### config.mk
export PLATFORM = sky130hd
export DESIGN_NAME = warp_scoreboard
export DESIGN_NICKNAME = d
export VERILOG_FILES = /design/src/rtl/sb_pkg.sv /design/src/rtl/sb_timed.sv /design/src/rtl/sb_event.sv /design/src/rtl/sb_query.sv /design/src/rtl/warp_scoreboard.sv
export SDC_FILE = /design/constraint.sdc
export NUM_CORES = 2
export LEC_CHECK = 0
export ABC_AREA = 0
export BUFFER_PORTS_ARGS = -buffer_cell sky130_fd_sc_hd__clkbuf_2
export CAP_MARGIN = 25
export CORE_MARGIN = 1
export CORE_UTILIZATION = 55
export CTS_CLUSTER_DIAMETER = 80
export DETAILED_ROUTE_END_ITERATION = 8
export PLACE_DENSITY_LB_ADDON = 0.1
export SLEW_MARGIN = 20
export SYNTH_ARGS = -nofsm -noshare
export SYNTH_HDL_FRONTEND = slang
export SYNTH_SLANG_ARGS = --single-unit
### constraint.sdc
create_clock -name clk_i -period 3.85 [get_ports clk_i]
set_clock_uncertainty 0.1 [all_clocks]
set_input_delay 0.5775 -clock clk_i [delete_from_list [all_inputs] [get_ports clk_i]]
set_output_delay 0.5775 -clock clk_i [all_outputs]
set_load 0.01 [all_outputs]
### src/rtl/sb_pkg.sv
package sb_pkg;
  typedef enum logic [1:0] {
    CLS_ALU  = 2'd0,
    CLS_SFU  = 2'd1,
    CLS_MEM  = 2'd2,
    CLS_NONE = 2'd3
  } res_class_e;
endpackage

### src/rtl/sb_timed.sv
module sb_timed #(
  parameter int N   = 256,
  parameter int IW  = 8,
  parameter int CW  = 5
) (
  input  logic          clk_i,
  input  logic          rst_ni,
  input  logic          set_i,
  input  logic [IW-1:0] set_idx_i,
  input  logic [CW-1:0] set_lat_i,
  output logic [N-1:0]  pend_o
);
  for (genvar e = 0; e < N; e++) begin : g_ent
    logic [CW-1:0] cnt_q;
    always_ff @(posedge clk_i or negedge rst_ni) begin
      if (!rst_ni)                               cnt_q <= '0;
      else if (set_i && set_idx_i == IW'(e))     cnt_q <= set_lat_i;  // set beats expiry
      else if (cnt_q != '0)                      cnt_q <= cnt_q - 1'b1;
    end
    assign pend_o[e] = (cnt_q != '0);
  end
endmodule

### src/rtl/sb_event.sv
module sb_event #(
  parameter int N  = 256,
  parameter int IW = 8
) (
  input  logic          clk_i,
  input  logic          rst_ni,
  input  logic          set_i,
  input  logic [IW-1:0] set_idx_i,
  input  logic          clr_i,
  input  logic [IW-1:0] clr_idx_i,
  output logic [N-1:0]  pend_o,
  output logic          err_o
);
  logic [N-1:0] bit_q;

  for (genvar e = 0; e < N; e++) begin : g_ent
    always_ff @(posedge clk_i or negedge rst_ni) begin
      if (!rst_ni)                              bit_q[e] <= 1'b0;
      else if (set_i && set_idx_i == IW'(e))    bit_q[e] <= 1'b1;  // set beats completion
      else if (clr_i && clr_idx_i == IW'(e))    bit_q[e] <= 1'b0;
    end
  end

  always_ff @(posedge clk_i or negedge rst_ni) begin
    if (!rst_ni)                         err_o <= 1'b0;
    else if (clr_i && !bit_q[clr_idx_i]) err_o <= 1'b1;
  end

  assign pend_o = bit_q;
endmodule

### src/rtl/sb_query.sv
module sb_query #(
  parameter int N  = 256,
  parameter int WW = 2,
  parameter int RW = 6,
  parameter int NS = 3
) (
  input  logic [N-1:0]       short_pend_i,
  input  logic [N-1:0]       long_pend_i,
  input  logic [WW-1:0]      warp_i,
  input  logic [NS*RW-1:0]   src_i,
  input  logic [NS-1:0]      use_i,
  output logic               ready_o
);
  logic [N-1:0]  busy;
  logic [NS-1:0] src_ok;

  assign busy = short_pend_i | long_pend_i;

  for (genvar k = 0; k < NS; k++) begin : g_src
    logic [WW+RW-1:0] idx;
    assign idx       = {warp_i, src_i[k*RW +: RW]};
    assign src_ok[k] = !use_i[k] || !busy[idx];
  end

  assign ready_o = &src_ok;
endmodule

### src/rtl/warp_scoreboard.sv
module warp_scoreboard
  import sb_pkg::*;
#(
  parameter int NUM_WARPS = 4,
  parameter int NUM_REGS  = 64,
  parameter int ALU_LAT   = 4,
  parameter int SFU_LAT   = 16,
  localparam int WW = $clog2(NUM_WARPS),
  localparam int RW = $clog2(NUM_REGS)
) (
  input  logic          clk_i,
  input  logic          rst_ni,
  input  logic          iss_valid_i,
  input  logic [WW-1:0] iss_warp_i,
  input  logic [RW-1:0] iss_reg_i,
  input  logic [1:0]    iss_class_i,
  input  logic          iss_async_i,
  input  logic          cpl_valid_i,
  input  logic [WW-1:0] cpl_warp_i,
  input  logic [RW-1:0] cpl_reg_i,
  input  logic [WW-1:0] q_warp_i,
  input  logic [RW-1:0] q_src0_i,
  input  logic [RW-1:0] q_src1_i,
  input  logic [RW-1:0] q_src2_i,
  input  logic [2:0]    q_use_i,
  output logic          ready_o,
  output logic          cpl_err_o
);
  localparam int N        = NUM_WARPS * NUM_REGS;
  localparam int IW       = WW + RW;
  localparam int MAX_LAT  = (SFU_LAT > ALU_LAT) ? SFU_LAT : ALU_LAT;
  localparam int CW       = $clog2(MAX_LAT + 1);
  localparam logic [RW-1:0] ZERO_REG = RW'(NUM_REGS - 1);

  res_class_e    cls;
  logic          iss_write;
  logic          short_set;
  logic          long_set;
  logic [CW-1:0] short_lat;
  logic [IW-1:0] iss_idx;
  logic [IW-1:0] cpl_idx;
  logic [N-1:0]  short_pend;
  logic [N-1:0]  long_pend;

  assign cls       = res_class_e'(iss_class_i);
  assign iss_write = iss_valid_i && !iss_async_i && (iss_reg_i != ZERO_REG);
  assign short_set = iss_write && (cls == CLS_ALU || cls == CLS_SFU);
  assign long_set  = iss_write && (cls == CLS_MEM);
  assign short_lat = (cls == CLS_SFU) ? CW'(SFU_LAT) : CW'(ALU_LAT);
  assign iss_idx   = {iss_warp_i, iss_reg_i};
  assign cpl_idx   = {cpl_warp_i, cpl_reg_i};

  sb_timed #(.N(N), .IW(IW), .CW(CW)) u_timed (
    .clk_i     (clk_i),
    .rst_ni    (rst_ni),
    .set_i     (short_set),
    .set_idx_i (iss_idx),
    .set_lat_i (short_lat),
    .pend_o    (short_pend)
  );

  sb_event #(.N(N), .IW(IW)) u_event (
    .clk_i     (clk_i),
    .rst_ni    (rst_ni),
    .set_i     (long_set),
    .set_idx_i (iss_idx),
    .clr_i     (cpl_valid_i),
    .clr_idx_i (cpl_idx),
    .pend_o    (long_pend),
    .err_o     (cpl_err_o)
  );

  sb_query #(.N(N), .WW(WW), .RW(RW), .NS(3)) u_query (
    .short_pend_i (short_pend),
    .long_pend_i  (long_pend),
    .warp_i       (q_warp_i),
    .src_i        ({q_src2_i, q_src1_i, q_src0_i}),
    .use_i        (q_use_i),
    .ready_o      (ready_o)
  );
endmodule

==> impl_metrics.csv <==
group,metric,value,unit
outcome,status,"finished, violations left",
outcome,violations,"negative setup slack",
placement,globalplace.congestion,1.10,
floorplanning,die_x,405,um
clock_tree,clock_tree.buffer_depth,3,
floorplanning,std_cell_rows,147,
placement,dp_hpwl,233000,um
final_layout,final_cell_count_no_fill,13171,
synth,async_flop_share,100,%
power_and_ir_drop,peakVddDrop,552,uV
synth,syn-cell-area,89400,um2
clock_tree,cts-root-buf,"clkbuf_16",
clock_tree,htreeDepth,4,
placement,dp_cells,12827,
grt,grt_max_degree,121,
synth,ys_ff_latch,1537,
route,ant_nets,0,
power_and_ir_drop,p_leak,0.0499,uW
floorplanning,io_pins,48,
final_layout,post_route_cells_drive_above_1_share,23.8,%
worst_setup_path,rrSetupSlack,700,ps
worst_setup_path,start_kind,"register",
final_layout,layout_common_cells,"dfrtp_1 (1,537), buf_4 (1,425), a21oi_1 (1,140)",
worst_setup_path,critPathKind,"register to primary output",
synth,syn_inst,9781,
floorplanning,core_area,161000,um2
route,routed_wl,325000,um
synth,synth_nets,10339,
route,drt_iter0_markers,8685,
sta,slew_viol_final,0,
final_layout,post-route-util,68.3,%
final_layout,area_growth,23.0,%
sta,rsz0062_at_grt,"true",
sta,slew-limit-headroom,30.6,%
route,vias_per_cell,6.26,
route,drc_errors,0,
synth,ys_warn_count,0,
route,vias,82432,
route,dr.pass1.iters,6,
sta,setup_ws,-827,ps
grt,antenna_found_initial,38,
worst_setup_path,crit_required,3170,ps
worst_setup_path,critPathMaxFanout,3,
grt,grt_pass1_wl,487000,um
sta,min_period,4680,ps
grt,grt_pass1_vias,80279,
grt,grt-ovfl-total,0,
synth,syn_avg_cell_area,9.14,um2
sta,fin_crit_sh,121,%
worst_setup_path,r2r_start,"u_event.pend_o[55]",
final_layout,final_common_cell,"dfrtp_1",
placement,numPortBuffers,47,
floorplanning,fp.dieH,405,um
hold_path,hold_class,"primary input to register",
worst_setup_path,crit_path_end_kind,"primary output",
clock_tree,cts_sinks,1537,
synth,synth_cell_types,77,
worst_setup_path,rr_worst_depth,8,
worst_setup_path,rr_endpoint,"u_event.err_o",
sta,finalSetupTns,-827,ps
synth,ys.flop_type,"dfrtp_1",
sta,fmax,214,MHz
final_layout,fill_cells,12577,
synth,synth_edf_count,0,
synth,synth.area.top_cells,"dfrtp_1 (43%), ha_1 (7.2%), a21oi_1 (6.4%)",
floorplanning,dieArea,164000,um2
run,cap_viol_max_count,0,
synth,synth_seq_area_share,43.0,%
power_and_ir_drop,power_density,778,nW/um2
clock_tree,cts_tree,"done",
worst_setup_path,startpoint,"u_timed.g_ent[69].cnt_q[1]",
sta,hold_viol_final,0,
worst_setup_path,arrival,4000,ps
sta,setup_viol,1,
final_layout,final_net_count,11424,
grt,gr-usage-all-layers,39.4,%
clock_tree,clk_pin_slew_worst_paths,60,ps
floorplanning,start_util,55.6,%
clock_tree,insertion_delay,850,ps
clock_tree,cts_inserted_buffers,170,
route,post_drt_wl_per_cell,24.7,um
worst_setup_path,worstSetupEndpoint,"ready_o",
synth,synth_top_cell_area_share,43.0,%
sta,tightestPinTransition,1040,ps
synth,synth_area_leader_cell,"dfrtp_1",
==> flip-flops by register name, summed over array words and instances, names as in the netlist <==
| name | count |
|---|---|
| u_event.err_o | 1 |
| u_event.pend_o | 256 |
| u_timed.g_ent.cnt_q | 1280 |
==> worst max-delay path, cell delays in order (launching register included) <==
cell and delay [ps]:
dfrtp_1 390, inv_2 100, ha_4 150, or4b_4 520, nor2_4 150, buf_4 110, a211oi_1 60, a2111o_1 430
o211ai_1 350, and4_4 300, a211oi_4 50, o32ai_4 110, o211a_4 300, buf_6 120
==> layer usage <==
| layer | vias up | share of wire [%] | wire [um] | global-route usage (%) |
|---|---|---|---|---|
| met4 | 37 | 5.5 | 17900 | 19.0 |
| met3 | 1010 | 9.9 | 32200 | 10.2 |
| met1 | 40863 | 40 | 131000 | 51.7 |
| li1 | 36821 | - | - | - |
| met2 | 3701 | 44 | 144000 | 60.8 |
| met5 | - | 0.076 | 249 | 0 |
==> worst min path at each step <==
stage	from	end	depth (start not counted)
after CTS	iss_class_i[0]	u_timed.g_ent[43].cnt_q[4]	3
after floorplan	rst_ni	u_event.err_o	0
after global placement	u_event.pend_o[127]	u_event.pend_o[127]	1
final	iss_class_i[0]	u_timed.g_ent[43].cnt_q[4]	3
after global routing	iss_class_i[0]	u_timed.g_ent[150].cnt_q[4]	3
after detailed placement	u_event.pend_o[63]	u_event.pend_o[63]	1
==> through the flow <==
step                setup WS, ps  area (um2)  hold WS [ps]  total power (uW)
floorplan                    598       89400           182             52500
global placement            -726      102000           387             65100
detailed placement          -565      102000           398             67300
CTS                         -751      110000          75.1             85300
global route                -882      110000           135             91500
finish                      -827      110000           134             85600
==> logic make-up after synthesis <==
group,after synthesis,share of synthesized area (%)
buffers and inverters,1182,5.05
adders and majority gates,512,7.16
AOI/OAI and AO/OA,2496,16.8
xor gates and xnor gates,622,6.09
muxes,178,4.29
DFF,1537,43.0
and+or+nand+nor,3254,17.6
==> final cells by class <==
class                   count  area (um2)  area share, %
clock inverters            46         538          0.489
multi-input cells        7062       48400           44.0
clock buffers             252        5120           4.65
repair buffers           1565       12700           11.6
diodes                     19        47.5         0.0432
inverters                 530        1990           1.81
flip-flops and latches   1537       38500           35.0
well taps                2160        2700           2.46
==> power breakdown <==
group | total [uW] | internal (uW) | switching [uW]
sequential | 28900 | 23400 | 5490
combinational | 40100 | 21400 | 18700
clock | 16700 | 9760 | 6890
==> Yosys cell counts, types with 16 or more instances <==
cell type  count
mux4_2       164
a2111oi_0     22
xnor2_1      386
or3_1        152
nor4_1        16
o21ai_1       34
a211o_1       18
nand4_1       21
xor2_1       236
buf_2         53
nand2_1      724
nand3_1       56
buf_1         85
a31o_2       190
nor3_1       686
or4b_1       205
clkbuf_1     510
a221oi_1     255
o22ai_1       91
or4b_2        31
a211oi_1      78
ha_1         512
inv_1        525
o21ai_0      544
a21oi_1     1149
nor2b_1      176
dfrtp_1     1537
nor2_1      1126
==> repair_timing <==
item                                    4_1_cts  5_1_grt
setup buffers                                27        6
hold endpoints to repair                     63        0
pin swaps                                    66       33
hold buffers                                  1        0
endpoints found under the setup margin        1        1
gates resized for setup                     404       77
No activity file was read; power rests on OpenSTA's default activity.
